[src/rtl/card_seq_pkg.sv]
package card_seq_pkg;
  localparam int PRES_W    = 2;
  localparam int VAL_W     = 6;
  localparam int REG_W     = PRES_W + VAL_W;
  localparam int PHASES    = 3;
  localparam int SET_W     = PHASES * REG_W;
  localparam int PRES_SHIFT = 4;
  localparam int MAX_PRES  = (1 << PRES_W) - 1;
  localparam int MAX_LEN   = (1 << (PRES_SHIFT * MAX_PRES)) * ((1 << VAL_W) - 1) + 1;
  localparam int CNT_W     = $clog2(MAX_LEN + 1);
  localparam int SH_W      = $clog2(PRES_SHIFT * MAX_PRES + 1);

  localparam int PH_SETUP = 0;
  localparam int PH_CMD   = 1;
  localparam int PH_REC   = 2;

  typedef enum logic [1:0] {
    ST_IDLE  = 2'd0,
    ST_SETUP = 2'd1,
    ST_CMD   = 2'd2,
    ST_REC   = 2'd3
  } seq_state_e;

  typedef struct packed {
    logic io;
    logic wr;
    logic dma;
  } cyc_kind_t;
endpackage

[src/rtl/card_phase_len.sv]
module card_phase_len
  import card_seq_pkg::*;
(
  input  logic [REG_W-1:0] tmr_i,
  output logic [CNT_W-1:0] len_o
);
  logic [CNT_W-1:0] val_ext;
  logic [SH_W-1:0]  sh;

  assign val_ext = CNT_W'(tmr_i[VAL_W-1:0]);
  // prescaler multiplies by 16^code
  assign sh      = SH_W'(tmr_i[REG_W-1 -: PRES_W]) * SH_W'(PRES_SHIFT);
  assign len_o   = (val_ext << sh) + CNT_W'(1);
endmodule

[src/rtl/card_dma_gate.sv]
module card_dma_gate #(
  parameter int DLY = 2
) (
  input  logic clk_i,
  input  logic rst_ni,
  input  logic en_i,
  input  logic req_i,
  input  logic ack_i,
  output logic launch_o,
  output logic pend_o
);
  logic [DLY-1:0] pipe_q;
  logic           fire;

  assign fire     = en_i & req_i & ack_i & ~(|pipe_q);
  assign launch_o = pipe_q[DLY-1];
  assign pend_o   = |pipe_q;

  generate
    if (DLY == 1) begin : g_one
      always_ff @(posedge clk_i or negedge rst_ni) begin
        if (!rst_ni) pipe_q <= '0;
        else         pipe_q <= fire;
      end
    end else begin : g_multi
      always_ff @(posedge clk_i or negedge rst_ni) begin
        if (!rst_ni) pipe_q <= '0;
        else         pipe_q <= {pipe_q[DLY-2:0], fire};
      end
    end
  endgenerate
endmodule

[src/rtl/card_seq_fsm.sv]
module card_seq_fsm
  import card_seq_pkg::*;
(
  input  logic             clk_i,
  input  logic             rst_ni,
  input  logic             launch_i,
  input  logic [CNT_W-1:0] len_setup_i,
  input  logic [CNT_W-1:0] len_cmd_i,
  input  logic [CNT_W-1:0] len_rec_i,
  input  logic             wait_i,
  output seq_state_e       state_o,
  output logic             done_o
);
  seq_state_e       state_q;
  logic [CNT_W-1:0] cnt_q;
  logic             cnt_zero;

  assign cnt_zero = (cnt_q == '0);
  assign state_o  = state_q;

  always_ff @(posedge clk_i or negedge rst_ni) begin
    if (!rst_ni) begin
      state_q <= ST_IDLE;
      cnt_q   <= '0;
      done_o  <= 1'b0;
    end else begin
      done_o <= 1'b0;
      unique case (state_q)
        ST_IDLE: begin
          if (launch_i) begin
            state_q <= ST_SETUP;
            cnt_q   <= len_setup_i - CNT_W'(1);
          end
        end
        ST_SETUP: begin
          if (cnt_zero) begin
            state_q <= ST_CMD;
            cnt_q   <= len_cmd_i - CNT_W'(1);
          end else begin
            cnt_q <= cnt_q - CNT_W'(1);
          end
        end
        ST_CMD: begin
          if (cnt_zero) begin
            // card WAIT holds the strobe once the count has run out
            if (!wait_i) begin
              state_q <= ST_REC;
              cnt_q   <= len_rec_i - CNT_W'(1);
            end
          end else begin
            cnt_q <= cnt_q - CNT_W'(1);
          end
        end
        ST_REC: begin
          if (cnt_zero) begin
            state_q <= ST_IDLE;
            done_o  <= 1'b1;
          end else begin
            cnt_q <= cnt_q - CNT_W'(1);
          end
        end
        default: state_q <= ST_IDLE;
      endcase
    end
  end
endmodule

[src/rtl/card_cycle_seq.sv]
module card_cycle_seq
  import card_seq_pkg::*;
#(
  parameter int DMA_DLY = 2
) (
  input  logic             clk_i,
  input  logic             rst_ni,
  input  logic             start_i,
  input  logic             is_io_i,
  input  logic             is_write_i,
  input  logic             set_sel_i,
  input  logic [SET_W-1:0] tmr_set0_i,
  input  logic [SET_W-1:0] tmr_set1_i,
  input  logic             dma_mode_i,
  input  logic             dma_req_i,
  input  logic             dma_ack_i,
  input  logic             card_wait_i,
  output logic             busy_o,
  output logic             card_en_o,
  output logic             reg_sel_o,
  output logic             mem_oe_o,
  output logic             mem_we_o,
  output logic             io_rd_o,
  output logic             io_wr_o,
  output logic             done_o
);
  seq_state_e       state;
  logic             fsm_idle, launch, gate_launch, gate_pend;
  logic             active, in_cmd;
  logic [SET_W-1:0] tmr_live, tmr_q, tmr_use;
  cyc_kind_t        kind_q;
  logic [CNT_W-1:0] len [PHASES];

  assign fsm_idle = (state == ST_IDLE);
  assign tmr_live = set_sel_i ? tmr_set1_i : tmr_set0_i;
  // live set feeds the setup load at launch; captured set afterwards
  assign tmr_use  = fsm_idle ? tmr_live : tmr_q;
  assign launch   = fsm_idle & (dma_mode_i ? gate_launch : start_i);

  always_ff @(posedge clk_i or negedge rst_ni) begin
    if (!rst_ni) begin
      tmr_q  <= '0;
      kind_q <= '0;
    end else if (launch) begin
      tmr_q  <= tmr_live;
      kind_q <= '{io: is_io_i, wr: is_write_i, dma: dma_mode_i};
    end
  end

  card_dma_gate #(.DLY(DMA_DLY)) u_gate (
    .clk_i   (clk_i),
    .rst_ni  (rst_ni),
    .en_i    (fsm_idle & dma_mode_i),
    .req_i   (dma_req_i),
    .ack_i   (dma_ack_i),
    .launch_o(gate_launch),
    .pend_o  (gate_pend)
  );

  for (genvar p = 0; p < PHASES; p++) begin : g_len
    card_phase_len u_len (
      .tmr_i(tmr_use[p*REG_W +: REG_W]),
      .len_o(len[p])
    );
  end

  card_seq_fsm u_fsm (
    .clk_i      (clk_i),
    .rst_ni     (rst_ni),
    .launch_i   (launch),
    .len_setup_i(len[PH_SETUP]),
    .len_cmd_i  (len[PH_CMD]),
    .len_rec_i  (len[PH_REC]),
    .wait_i     (card_wait_i),
    .state_o    (state),
    .done_o     (done_o)
  );

  assign active    = ~fsm_idle;
  assign in_cmd    = (state == ST_CMD);
  assign busy_o    = active | gate_pend;
  assign card_en_o = active;

  always_comb begin
    reg_sel_o = 1'b0;
    mem_oe_o  = 1'b0;
    mem_we_o  = 1'b0;
    io_rd_o   = 1'b0;
    io_wr_o   = 1'b0;
    if (kind_q.dma) begin
      reg_sel_o = active;
      mem_oe_o  = active;
      io_rd_o   = active;
      io_wr_o   = in_cmd;
    end else begin
      reg_sel_o = active & kind_q.io;
      mem_oe_o  = in_cmd & ~kind_q.io & ~kind_q.wr;
      mem_we_o  = in_cmd & ~kind_q.io &  kind_q.wr;
      io_rd_o   = in_cmd &  kind_q.io & ~kind_q.wr;
      io_wr_o   = in_cmd &  kind_q.io &  kind_q.wr;
    end
  end
endmodule

[config.mk]
export PLATFORM = sky130hd
export DESIGN_NAME = card_cycle_seq
export DESIGN_NICKNAME = d
export VERILOG_FILES = /design/src/rtl/card_seq_pkg.sv /design/src/rtl/card_phase_len.sv /design/src/rtl/card_dma_gate.sv /design/src/rtl/card_seq_fsm.sv /design/src/rtl/card_cycle_seq.sv
export SDC_FILE = /design/constraint.sdc
export NUM_CORES = 1
export LEC_CHECK = 0
export ABC_AREA = 1
export BUFFER_PORTS_ARGS = -buffer_cell sky130_fd_sc_hd__buf_2
export CAP_MARGIN = 20
export CORE_MARGIN = 5
export CORE_UTILIZATION = 65
export CTS_CLUSTER_DIAMETER = 40
export DETAILED_ROUTE_END_ITERATION = 10
export PLACE_DENSITY = 0.87
export SLEW_MARGIN = 30
export SYNTH_ARGS = -nofsm -noshare
export SYNTH_HDL_FRONTEND = slang
export SYNTH_HIERARCHICAL = 1
export SYNTH_SLANG_ARGS = --single-unit
[constraint.sdc]
create_clock -name clk_i -period 6.26 [get_ports clk_i]
set_input_delay 0.313 -clock clk_i [delete_from_list [all_inputs] [get_ports clk_i]]
set_output_delay 0.313 -clock clk_i [all_outputs]
set_load 0.05 [all_outputs]
# Yosys cells after proc, flatten, opt, wreduce, memory -nomap -nowiden
# Index checks and enable logic that the tools add are counted.
op_classes:
  n_addsub: 7
  n_eq_ne: 10
  shifts: 3
  muxes: 22
  bitwise_logic: 17
  reduce_logical: 5
op_table:
  columns: ["op", "count"]
  rows:
  - ["$mux 18", 5]
  - ["$pmux 18 s4", 1]
  - ["$sub 18x1->18 const B", 4]
  - ["$add 18x1->18 const B", 3]
  - ["$shl 6x4->18", 3]
  - ["$mux 24", 2]
  - ["$logic_not 18->1", 1]
  - ["$and 1x1->1", 12]
  - ["$mux 2", 5]
  - ["$mux 1", 8]
  - ["$ne 2x1->1 const B", 4]
  - ["$pmux 2 s4", 1]
  - ["$reduce_and 5->1", 1]
  - ["$eq 2x2->1 const B", 2]
  - ["$ne 2x2->1 const B", 2]
  - ["$not 1->1", 4]
  - ["$ne 3x3->1 const B", 1]
  - ["$reduce_and 3->1", 1]
  - ["$eq 2x1->1 const B", 1]
  - ["$logic_not 2->1", 1]
  - ["$reduce_or 2->1", 1]
  - ["$or 1x1->1", 1]
word_totals:
  ff_bits: 50
  input_bits: 58
  output_inout_bits: 8
  wordCells: 72

# Longest topological paths before layout
# Gate-level depths: netlist (run 1).
logic_depth:
  ltp_word: 8
  mapped_depth: 29
  mapped_depth_nobuf: 27

# Cells and area by module
# Netlist (run 1), hierarchy kept.
modules_own_cells:
  columns: ["mod", "n_inst", "cells_each", "area_each_um2", "seq_area_each_um2"]
  rows:
  - ["card_seq_fsm", 1, 565, 3066.7, 525.5]
  - ["card_cycle_seq", 1, 293, 1788.0, 675.6]
  - ["card_phase_len", 3, 59, 340.3, 0.0]
  - ["card_dma_gate", 1, 7, 75.1, 50.0]

# Least setup slack after synthesis (run 1)
# No wires, ideal clock.
synth_path:
  path_kind: "reg2reg"
  from: "register u_fsm.state_q[1], in the netlist u_fsm/state_o[1]"
  to: "register u_fsm.cnt_q[13]"
  setup_time_ps: 117
  arrival_time_ps: 2947
  t_required_ps: 6143
  path_slack_ps: 3196
  path_stages_with_launch: 24
  path_buffers: 2
  period_less_slack_ps: 3064
  path_cell_list: "dfrtp_1 nor2_4 inv_2 buf_2 nand2_1 nand2_1 buf_6 nor2_1 inv_1 nor2_1 ha_1 nand2_1 nor2_2 xor2_1 nor2_1 nand3_1 nor2_1 nand4_1 nand3_1 nand2_1 nand2_1 nand3_1 nand2_1 nand2_1"
synth_rtl:
  columns: ["element", "line", "text"]
  rows:
  - ["start: declaration", "card_seq_fsm.sv:14", "seq_state_e state_q;"]
  - ["start signal: assignment", "card_seq_fsm.sv:23", "state_q <= ST_IDLE;"]
  - ["start signal: assignment", "card_seq_fsm.sv:31", "state_q <= ST_SETUP;"]
  - ["start signal: assignment", "card_seq_fsm.sv:37", "state_q <= ST_CMD;"]
  - ["end signal: assignment", "card_seq_fsm.sv:32", "cnt_q <= len_setup_i - CNT_W'(1);"]
  - ["end signal: assignment", "card_seq_fsm.sv:38", "cnt_q <= len_cmd_i - CNT_W'(1);"]
  - ["end signal: assignment", "card_seq_fsm.sv:40", "cnt_q <= cnt_q - CNT_W'(1);"]
  - ["end: declaration", "card_seq_fsm.sv:15", "logic [CNT_W-1:0] cnt_q;"]

==> run metrics, run 1 <==
worst slack, placed approximately 2.4 ns; Worst Clk Skew 0.0125 ns; Synth Flop Type dfrtp_1; gr usage total 27.8%; Max stage delay on crit path 0.46 ns; Final Max Slew Viols 0; Leak between 3 and 4 nW; Num Clock Sinks 50; CTS tree built; area delta synth->final 5.55%; Post-Layout Cell Count around 1,200; initial antenna violation count 0; asr flop ratio synth 100%; crit path to u_fsm/cnt_q[11]; DRC errors left 0; CTS root buf clkbuf_8; critical path peak fanout 53; Avg WL per Cell 12.8 um; Util after Layout just under 70%; min cycle time layout 3.60 ns; Ant. Diodes 0; Final HPWL DP 12.0 mm; setup_tns 0 ns; Stages on worst setup path 21; Rel. slew slack 46.8%; Synthesized Nets 1,112; Starting Density 65.6%; post-synthesis cell type count between 40 and 50; synthesized flop and latch total 50; Post-CTS Resized 0; worst vdd ir around 0.000093 V; routed via count 6,475; largest net degree at the start of global routing 54; Final nets around 1,200; critical path class flop to flop; final wirelength 15.3 mm; Core ar. 9060 um^2; Post-synth EDFFs 0; number of fill cells 876; Rows 35; critical-path cell list nor2_4, buf_4, nand2_1, nand2_1, nor2_1, inv_1, nor2_1, ha_1, nand2_1, nor2_2, xor2_1, nor2_1, nand3_1, nor2_1, a21o_1, nand3_1, nand2_1, nand2_1, nand2_1, nand2_1, nand2_1; DP Cell Count 1,189; # IOs between 60 and 70; wire length of the first global-routing pass 26.2 mm; most used cell, CP nand2_1; Worst path slowest cell dfrtp_1; YS warnings 6; vias in the first global route 5,804; final hold slack 0.102 ns; routed vias/inst 5.41; Crit. End Element flop; Hold Path Class primary input to async pin; final setup margin 2.66 ns; gr ovfl total 0; Netlist Area Pre-Place 5950 um^2; worst path bufs/invs 2; Reg clk slew, reported paths approximately 0.090 ns; fraction of layout cells with a size suffix above 1 12.3%; Least-Margin Pin Slew ~0.80 ns; Setup crit start kind flop; PwrDens 89.8 nW/um^2; clk_lat worst skew around 0.32 ns; Multi-input gate area between 4000 and 5000 um^2; Final Hold Viols 0; Peak Freq approximately 280 MHz; Die ar. 11,200 um^2; Post-CTS Setup Inserts 0; Reg2Reg Launch Point u_fsm/state_o[1]; cts hold-fix bufs 0; cts bufs inserted 5; htree depth 2; overall die width 106 um; reg2reg end u_fsm/cnt_q[11]; R2R setup slack about 2.7 ns; Setup-failing EPs final 0; CP delay by family, top simple AND/OR/NAND/NOR gates; Cells after Synth 1,042; drt pass-1 iters 5; Setup crit start u_fsm/state_o[1]; RSZ-0062 raised after global routing false; number of port buffers 65; Post-DRT Antenna Nets 0; sequential fraction of the synthesis area a little over a fifth; Max Root-Sink Buffers 2; initial drt markers 564; CP arrival 3.85 ns; fin crit share 57.5%; mean post-synth cell area 5.71 um^2; Critical Path RT between 6 and 7 ns; Final GP Congestion 0.966; die height 106 um; Max Cap Viol 0; Register Area between 1000 and 1500 um^2; status complete, no violations; cells on worst reg2reg path 21
kinds of logic (layout without fill, tap and decap cells):
group	count (synthesis)	count (layout)	synth area share [%]
simple gates	724	724	52.6
flops	50	50	21.0
buf+inv	145	188	11.4
compound gates	77	77	7.40
fa+ha+maj	12	12	2.52
xor+xnor	34	34	5.00
report_power, final:
group / total (mW) / switching [mW] / internal [mW]
clock: 0.193 / 0.116 / 0.0771
combinational: 0.0486 / 0.0294 / 0.0192
sequential: 0.323 / 0 / 0.323
total: 0.564 / 0.145 / 0.419
cells in the mapped netlist (2+ instances only):
library cell | instances | share of area [%]
nand3_1 | 101 | 8.5
o22ai_1 | 3 | 0.32
a31oi_1 | 4 | 0.42
a21o_1 | 2 | 0.25
o21ai_1 | 3 | 0.25
nand3_2 | 6 | 1.0
inv_2 | 6 | 0.38
o21bai_1 | 5 | 0.63
nand2_1 | 417 | 26
dfrtp_1 | 50 | 21
nand2_2 | 14 | 1.5
o211ai_1 | 3 | 0.38
a21oi_1 | 24 | 2.0
nor2_2 | 13 | 1.4
buf_4 | 2 | 0.25
xnor2_1 | 15 | 2.2
o21ai_0 | 29 | 2.4
nor3b_1 | 3 | 0.38
xor2_1 | 19 | 2.8
buf_2 | 12 | 1.0
nor3_2 | 3 | 0.50
ha_1 | 12 | 2.5
buf_6 | 12 | 2.3
nor3_1 | 18 | 1.5
nor2_4 | 5 | 0.95
nor2_1 | 131 | 8.3
nand2_4 | 2 | 0.38
inv_1 | 104 | 6.6
nand4_1 | 4 | 0.42
nand3_4 | 3 | 0.88
clkbuf_1 | 4 | 0.25
inv_8 | 3 | 0.57
routing by layer:
metal / vias to the layer above / share of wire (%) / GRT usage [%] / wire length [um]
met5: - / 0 / 0 / 0
met4: 0 / 2.9 / 9.44 / 444
met3: 42 / 7.1 / 3.49 / 1100
met2: 226 / 43 / 42.8 / 6580
met1: 2866 / 47 / 40.1 / 7220
li1: 3341 / - / - / -
how the worst min path moves through the flow:
stage                  endpoint  slack [ns]        startpoint  cells after the start
4_1_cts               kind_q[1]        0.13            rst_ni                      2
2_1_floorplan         kind_q[0]        0.02            rst_ni                      0
6_report              kind_q[1]        0.10            rst_ni                      2
3_5_place_dp   u_gate/pipe_q[1]        0.37  u_gate/pipe_q[0]                      0
5_1_grt               kind_q[1]        0.18            rst_ni                      2
3_3_place_gp   u_gate/pipe_q[1]        0.37  u_gate/pipe_q[0]                      0
cell type report:
cell class	instances	area share, %
Multi-Input combinational cell	847	64.0
Tap cell	111	2.21
Sequential cell	50	19.9
Clock inverter	1	0.120
Clock buffer	6	1.16
Timing Repair Buffer	67	5.42
Inverter	114	7.17
through the flow:
stage	instance area [um^2]	power (mW)
floorplan	5950	0.352
global placement	6200	0.378
detailed placement	6200	0.378
CTS	6280	0.564
global route	6280	0.581
finish	6280	0.564
sequential cells by signal, indices dropped and copies added (netlist names):
signal,count
u_fsm/state_o,2
u_gate/pipe_q,2
kind_q,3
u_fsm/cnt_q,18
u_fsm/done_o,1
tmr_q,24
placed cells by master, fill, tap and decap left out, types with 4 or more instances in the layout:
cell type	Yosys	routed
clkbuf_8	0	5
ha_1	12	12
xnor2_1	15	15
a21oi_1	24	24
nand2_1	417	417
nor3_1	18	18
nand4_1	4	4
o21ai_0	29	29
inv_2	6	6
nor2_4	5	5
buf_2	12	65
dfrtp_1	50	50
nand3_2	6	6
a31oi_1	4	4
o21bai_1	5	5
nand2_2	14	14
nor2_2	13	13
nand3_1	101	101
nor2_1	131	131
xor2_1	19	19
inv_1	104	104
No activity file was read; power rests on OpenSTA's default activity.
==> inputs of run 2 (changes only) <==
CORE_UTILIZATION = 61   (was 65)
PLACE_DENSITY = 0.83   (was 0.87)
clock period = 3.7 ns   (was 6.26 ns; I/O delays follow)
==> run 2 against run 1 <==
Clock power up 110%; cell count is 2.5% higher; sequential share of layout area fell by 0.40 points; maximum frequency is 6.5% higher; clock skew is 0.00097 ns higher; register-to-register slack lost 2.3 ns; flip-flop and latch count unchanged; largest cell class unchanged.
==> run metrics, run 2 (synthesized netlist as in run 1, its figures left out) <==
Crit. End Element flop (unchanged); Final GP Congestion 0.954 (was 0.966); Power Total 1.03 mW (was 0.564 mW); worst slack, placed 0.318 ns (was 2.42 ns); final wirelength 15.7 mm (was 15.3 mm); Critical Path RT 3.92 ns (was 6.51 ns); share of power burned in registers 53.2% (was 57.2%); # IOs 66 (unchanged); Starting Density 61.7% (was 65.6%); routed via count 6,431 (was 6,475); vias in the first global route 5,637 (was 5,804); CTS tree built (unchanged); cts bufs inserted 5 (unchanged); Top Registers tmr_q (24), u_fsm/cnt_q (18), kind_q (3) (unchanged); fraction of layout cells with a size suffix above 1 12.9% (was 12.3%); Rows 36 (was 35); Hold Path Class primary input to flop (was primary input to async pin); Setup-failing EPs final 0 (unchanged); Final nets 1,162 (was 1,155); initial antenna violation count 0 (unchanged); Leak 3.48 nW (was 3.43 nW); reg2reg end u_fsm/cnt_q[5] (was u_fsm/cnt_q[11]); Core ar. 9640 um^2 (was 9060 um^2); setup_tns 0 ns (unchanged); Comb power frac 8.2% (was 8.6%); die height 109 um (was 106 um); CP arrival 3.60 ns (was 3.85 ns); Num Clock Sinks 50 (unchanged); RSZ-0062 raised after global routing false (unchanged); number of port buffers 65 (unchanged); Internal 0.783 mW (was 0.419 mW); gr usage total 27.8% (about the same); drt pass-1 iters 5 (unchanged); Post-DRT Antenna Nets 0 (unchanged); area delta synth->final 7.70% (was 5.55%); DP Cell Count 1,217 (was 1,189); Worst Clk Skew 0.0135 ns (was 0.0125 ns); final hold slack 0.0983 ns (was 0.102 ns); Least-Margin Pin Slew 0.746 ns (was 0.798 ns); Avg WL per Cell 12.8 um (about the same); Util after Layout 66.5% (was 69.3%); Setup crit start kind flop (unchanged); design area 6410 um^2 (was 6280 um^2); clk_lat worst skew 0.32 ns (about the same); DRC errors left 0 (unchanged); wire length of the first global-routing pass 26.5 mm (was 26.2 mm); Final Max Slew Viols 0 (unchanged); routed vias/inst 5.25 (was 5.41); CTS root buf clkbuf_8 (unchanged); gr ovfl total 0 (unchanged); commonest non-fill, non-tap cell in the layout nand2_1 (unchanged); Peak Freq 296 MHz (was 278 MHz); Rel. slew slack 50.1% (was 46.8%); hold endpoint u_gate/pipe_q[0]; overall die width 109 um (was 106 um); Psw 0.244 mW (was 0.145 mW); Final Hold Viols 0 (unchanged); PwrDens 160 nW/um^2 (was 89.8 nW/um^2); max reg flops 24 (unchanged); initial drt markers 535 (was 564); largest net degree at the start of global routing 54 (unchanged); final setup margin 0.321 ns (was 2.66 ns); Ant. Diodes 0 (unchanged); cells on worst reg2reg path 21 (unchanged); Max Cap Viol 0 (unchanged); min cycle time layout 3.38 ns (was 3.60 ns); switching part of the total 23.7% (was 25.7%); status complete, no violations (unchanged); critical path class flop to flop (unchanged); Reg2Reg Launch Point u_fsm/state_o[1] (unchanged); critical path peak fanout 53 (unchanged); R2R setup slack 0.32 ns (was 2.66 ns); Max Root-Sink Buffers 2 (unchanged); worst vdd ir 0.000131 V (was 0.0000925 V); fin crit share 91.3% (was 57.5%); Die ar. 11,800 um^2 (was 11,200 um^2); Hold Crit Start dma_ack_i; most frequent cells in the layout 416 x nand2_1, 131 x nor2_1, 104 x inv_1 (was 417 x nand2_1, 131 x nor2_1, 104 x inv_1); placed cell area 6290 um^2 (was 6200 um^2); hold path cells 3; Post-Layout Cell Count 1,226 (was 1,196); most flop-heavy register tmr_q (unchanged); Final HPWL DP 12.5 mm (was 12.0 mm); htree depth 2 (unchanged); clock share of power 38.6% (was 34.2%); Post-CTS Setup Inserts 0 (unchanged); Reg clk slew, reported paths 0.10 ns (was 0.09 ns)
## run 2: cell types whose count changed in the layout (fill, tap and decap cells not counted)
cell           previous run  this run
dlygate4sd3_1             0         1
bufinv_16                 0         1
buf_12                    0         1
buf_4                     2         7
nand2_2                  14        15
nand2_1                 417       416
## run 2: critical path, cell delays in order, from the launching register on
cell and delay [ns]:
dfrtp_1 0.46, nor2_4 0.17, buf_12 0.23, nand2_1 0.08, nand2_1 0.21, inv_2 0.18, nand3_2 0.13, inv_1 0.05
ha_1 0.20, nand2_1 0.09, nor2_2 0.04, xor2_1 0.18, nor2_1 0.14, inv_1 0.07, nor2_1 0.21, nand2_1 0.08
nand3_1 0.10, o21ai_0 0.16, a21oi_1 0.21, o21ai_0 0.12, nand2_1 0.08, nand2_1 0.06
## run 2: how the worst max path moves through the flow
stage | start | endpoint | slack [ns] | cells past startpoint
final | u_fsm/state_o[1] | u_fsm/cnt_q[5] | 0.32 | 21
after floorplan | u_fsm/state_o[1] | u_fsm/cnt_q[13] | 0.64 | 23
after global placement | u_fsm/state_o[1] | u_fsm/cnt_q[17] | 0.35 | 23
after detailed placement | u_fsm/state_o[1] | u_fsm/cnt_q[5] | 0.32 | 21
after global routing | u_fsm/state_o[1] | u_fsm/cnt_q[12] | 0.02 | 21
after CTS | u_fsm/state_o[1] | u_fsm/cnt_q[17] | 0.29 | 23
## run 2: power groups by stage
| stage | Sequential (mW) | Clock [mW] | Combinational [mW] |
|---|---|---|---|
| floorplan | 0.557 | 0 | 0.0381 |
| global placement | 0.557 | 0 | 0.0838 |
| detailed placement | 0.557 | 0 | 0.0839 |
| CTS | 0.546 | 0.403 | 0.0850 |
| global route | 0.546 | 0.426 | 0.0975 |
| finish | 0.546 | 0.396 | 0.0846 |
## run 2: final cells by class
| type | instances | area [um^2] |
|---|---|---|
| inverters | 114 | 450 |
| fillers | 989 | 3230 |
| clock inverters | 2 | 37.5 |
| flip-flops and latches | 50 | 1250 |
| clock buffers | 6 | 72.6 |
| repair buffers | 74 | 408 |
| multi-input cells | 847 | 4020 |
| well taps | 133 | 166 |
## run 2: per-layer routing
| layer | vias to the layer above | part of all wire, % | track usage [%] |
|---|---|---|---|
| li1 | 3349 | - | - |
| met1 | 2825 | 48 | 40.6 |
| met2 | 225 | 43 | 42.4 |
| met3 | 32 | 6.1 | 3.61 |
| met4 | 0 | 2.9 | 9.38 |
| met5 | - | 0 | 0 |
## run 2: timing repair
action                                 4_1_cts  5_1_grt
hold buffers                                 1        0
resized for setup                            0        1
setup endpoints to repair                    0        4
endpoints found under the hold margin       27        0
==> inputs of run 3 (changes only) <==
CTS_BUF_LIST = sky130_fd_sc_hd__clkbuf_16   (was not set)
CTS_CLUSTER_SIZE = 24   (was not set)
==> run 3 against run 2 <==
Total power increased by 12%; core utilization up 0.58 points; clock power grew 31%; non-clock buffer count unchanged; largest power group unchanged; first-iteration DRC count rose by 1.7%; flip-flop and latch count is the same.
==> run metrics, run 3 (synthesized netlist as in run 1, its figures left out) <==
status complete, no violations (unchanged); Ant. Diodes 0 (unchanged); final wirelength 15.8 mm (was 15.7 mm); Avg WL per Cell 12.9 um (was 12.8 um); DP Cell Count 1,217 (unchanged); Final HPWL DP 12.5 mm (unchanged); GR Util met1 40.9% (was 40.6%); Final Max Slew Viols 0 (unchanged); met2 Use GR 43.1% (was 42.4%); min cycle time layout 3.43 ns (was 3.38 ns); CTS tree built (unchanged); Reg clk slew, reported paths 0.07 ns (was 0.10 ns); critical path peak fanout 53 (unchanged); die height 109 um (unchanged); Hold Path Class primary input to flop (unchanged); RSZ-0062 raised after global routing false (unchanged); cts bufs inserted 5 (unchanged); most used cell, CP nand2_1 (unchanged); worst vdd ir 0.000204 V (was 0.000131 V); largest net degree at the start of global routing 54 (unchanged); Top Registers tmr_q (24), u_fsm/cnt_q (18), kind_q (3) (unchanged); routed vias/inst 5.25 (about the same); DRC errors left 0 (unchanged); commonest non-fill, non-tap cell in the layout nand2_1 (unchanged); Max stage delay on crit path 0.45 ns (was 0.46 ns); initial drt markers 544 (was 535); # IOs 66 (unchanged); setup_tns 0 ns (unchanged); max reg flops 24 (unchanged); critical-path cell list nor2_4, buf_12, nand2_1, nand2_1, inv_2, nand3_2, inv_1, ha_1, nand2_1, nor2_2, xor2_1, nor2_1, inv_1, nor2_1, nand2_1, nand3_1, o21ai_0, a21oi_1, o21ai_0, nand2_1, nand2_1 (unchanged); design area 6460 um^2 (was 6410 um^2); final setup margin 0.269 ns (was 0.321 ns); gr usage total 27.9% (was 27.8%); clk_lat worst skew 0.29 ns (was 0.32 ns); GR Layer Usage met3 3.32% (was 3.61%); final hold slack 0.129 ns (was 0.0983 ns); Post-DRT Antenna Nets 0 (unchanged); vias in the first global route 5,644 (was 5,637); Peak Freq 291 MHz (was 296 MHz); Final nets 1,162 (unchanged); wire length of the first global-routing pass 26.6 mm (was 26.5 mm); CP arrival 3.62 ns (was 3.60 ns); Max Root-Sink Buffers 2 (unchanged); routed via count 6,433 (was 6,431); Critical Path RT 3.89 ns (was 3.92 ns); Post-CTS Setup Inserts 0 (unchanged); drt pass-1 iters 6 (was 5); area delta synth->final 8.64% (was 7.70%); number of port buffers 65 (unchanged); most flop-heavy register tmr_q (unchanged); Post-Layout Cell Count 1,226 (unchanged); Rows 36 (unchanged); Max Cap Viol 0 (unchanged); gr busiest metal met2 (unchanged); Die ar. 11,800 um^2 (unchanged); Worst path slowest cell dfrtp_1 (unchanged); Starting Density 61.7% (unchanged); critical path class flop to flop (unchanged); Num Clock Sinks 50 (unchanged); Core ar. 9640 um^2 (unchanged); PwrDens 178 nW/um^2 (was 160 nW/um^2); overall die width 109 um (unchanged); most frequent cells in the layout 416 x nand2_1, 131 x nor2_1, 105 x inv_1 (was 416 x nand2_1, 131 x nor2_1, 104 x inv_1); Leak 3.51 nW (was 3.48 nW); Final GP Congestion 0.954 (unchanged); Crit. End Element flop (unchanged); Final Hold Viols 0 (unchanged); Rel. slew slack 51.4% (was 50.1%); fin crit share 92.7% (was 91.3%); CTS root buf clkbuf_16 (was clkbuf_8); Least-Margin Pin Slew 0.727 ns (was 0.746 ns); fraction of layout cells with a size suffix above 1 12.9% (unchanged); Setup-failing EPs final 0 (unchanged); Worst Clk Skew 0.00722 ns (was 0.0135 ns); placed cell area 6290 um^2 (unchanged); worst slack, placed 0.318 ns (unchanged); initial antenna violation count 0 (unchanged); gr ovfl total 0 (unchanged); Setup crit start kind flop (unchanged); htree depth 2 (unchanged)
run 3: through the flow:
step / power, mW / utilization, %
detailed placement: 0.641 / 65.2
floorplan: 0.595 / -
finish: 1.15 / 67.1
CTS: 1.16 / 67.0
global placement: 0.641 / 65.2
global route: 1.20 / 67.1
run 3: final cells by class:
cell class,instances,area [um^2]
multi-input combinational,847,4020
fill,979,3170
sequential,50,1250
inverter,114,450
timing repair buffer,74,408
tap,133,166
clock buffer,5,125
clock inverter,3,41.3
run 3: timing repair:
item,in CTS,in global routing
endpoints found under the setup margin,0,5
gates resized for setup,0,1
hold endpoints to repair,27,0
hold buffers,1,0
run 3: power by group:
| group | leakage (nW) | internal (mW) | total, mW | switching (mW) |
|---|---|---|---|---|
| clock network | 0.0812 | 0.317 | 0.520 | 0.203 |
| logic | 2.76 | 0.0346 | 0.0846 | 0.0500 |
| registers | 0.668 | 0.546 | 0.546 | 0 |
| total | 3.51 | 0.898 | 1.15 | 0.253 |
run 3: critical path: cells and delay by family (launching register included):
family / cells / cell delay, ns
XOR/XNOR: 1 / 0.18
AO/OA/AOI/OAI: 3 / 0.47
adder cells (fa/ha/maj): 1 / 0.20
buffers and inverters: 4 / 0.54
flip-flops: 1 / 0.45
AND/OR/NAND/NOR: 12 / 1.44
run 3: routing by layer:
metal  vias to the layer above  routed length [um]
met3                        31                1010
met4                         0                 412
met1                      2829                7470
met5                         -                   0
met2                       223                6880
li1                       3350                   -
run 3: worst paths after layout:
kind	from	endpoint	slack, ns	cells past startpoint
min	dma_ack_i	u_gate/pipe_q[0]	0.13	3
min in group asynchronous	rst_ni	u_gate/pipe_q[0]	0.46	2
max reg2reg	u_fsm/state_o[1]	u_fsm/cnt_q[5]	0.27	21
max in group asynchronous	rst_ni	u_fsm/cnt_q[2]	2.49	3
max	u_fsm/state_o[1]	u_fsm/cnt_q[5]	0.27	21
min reg2reg	u_gate/pipe_q[0]	u_gate/pipe_q[1]	0.39	0
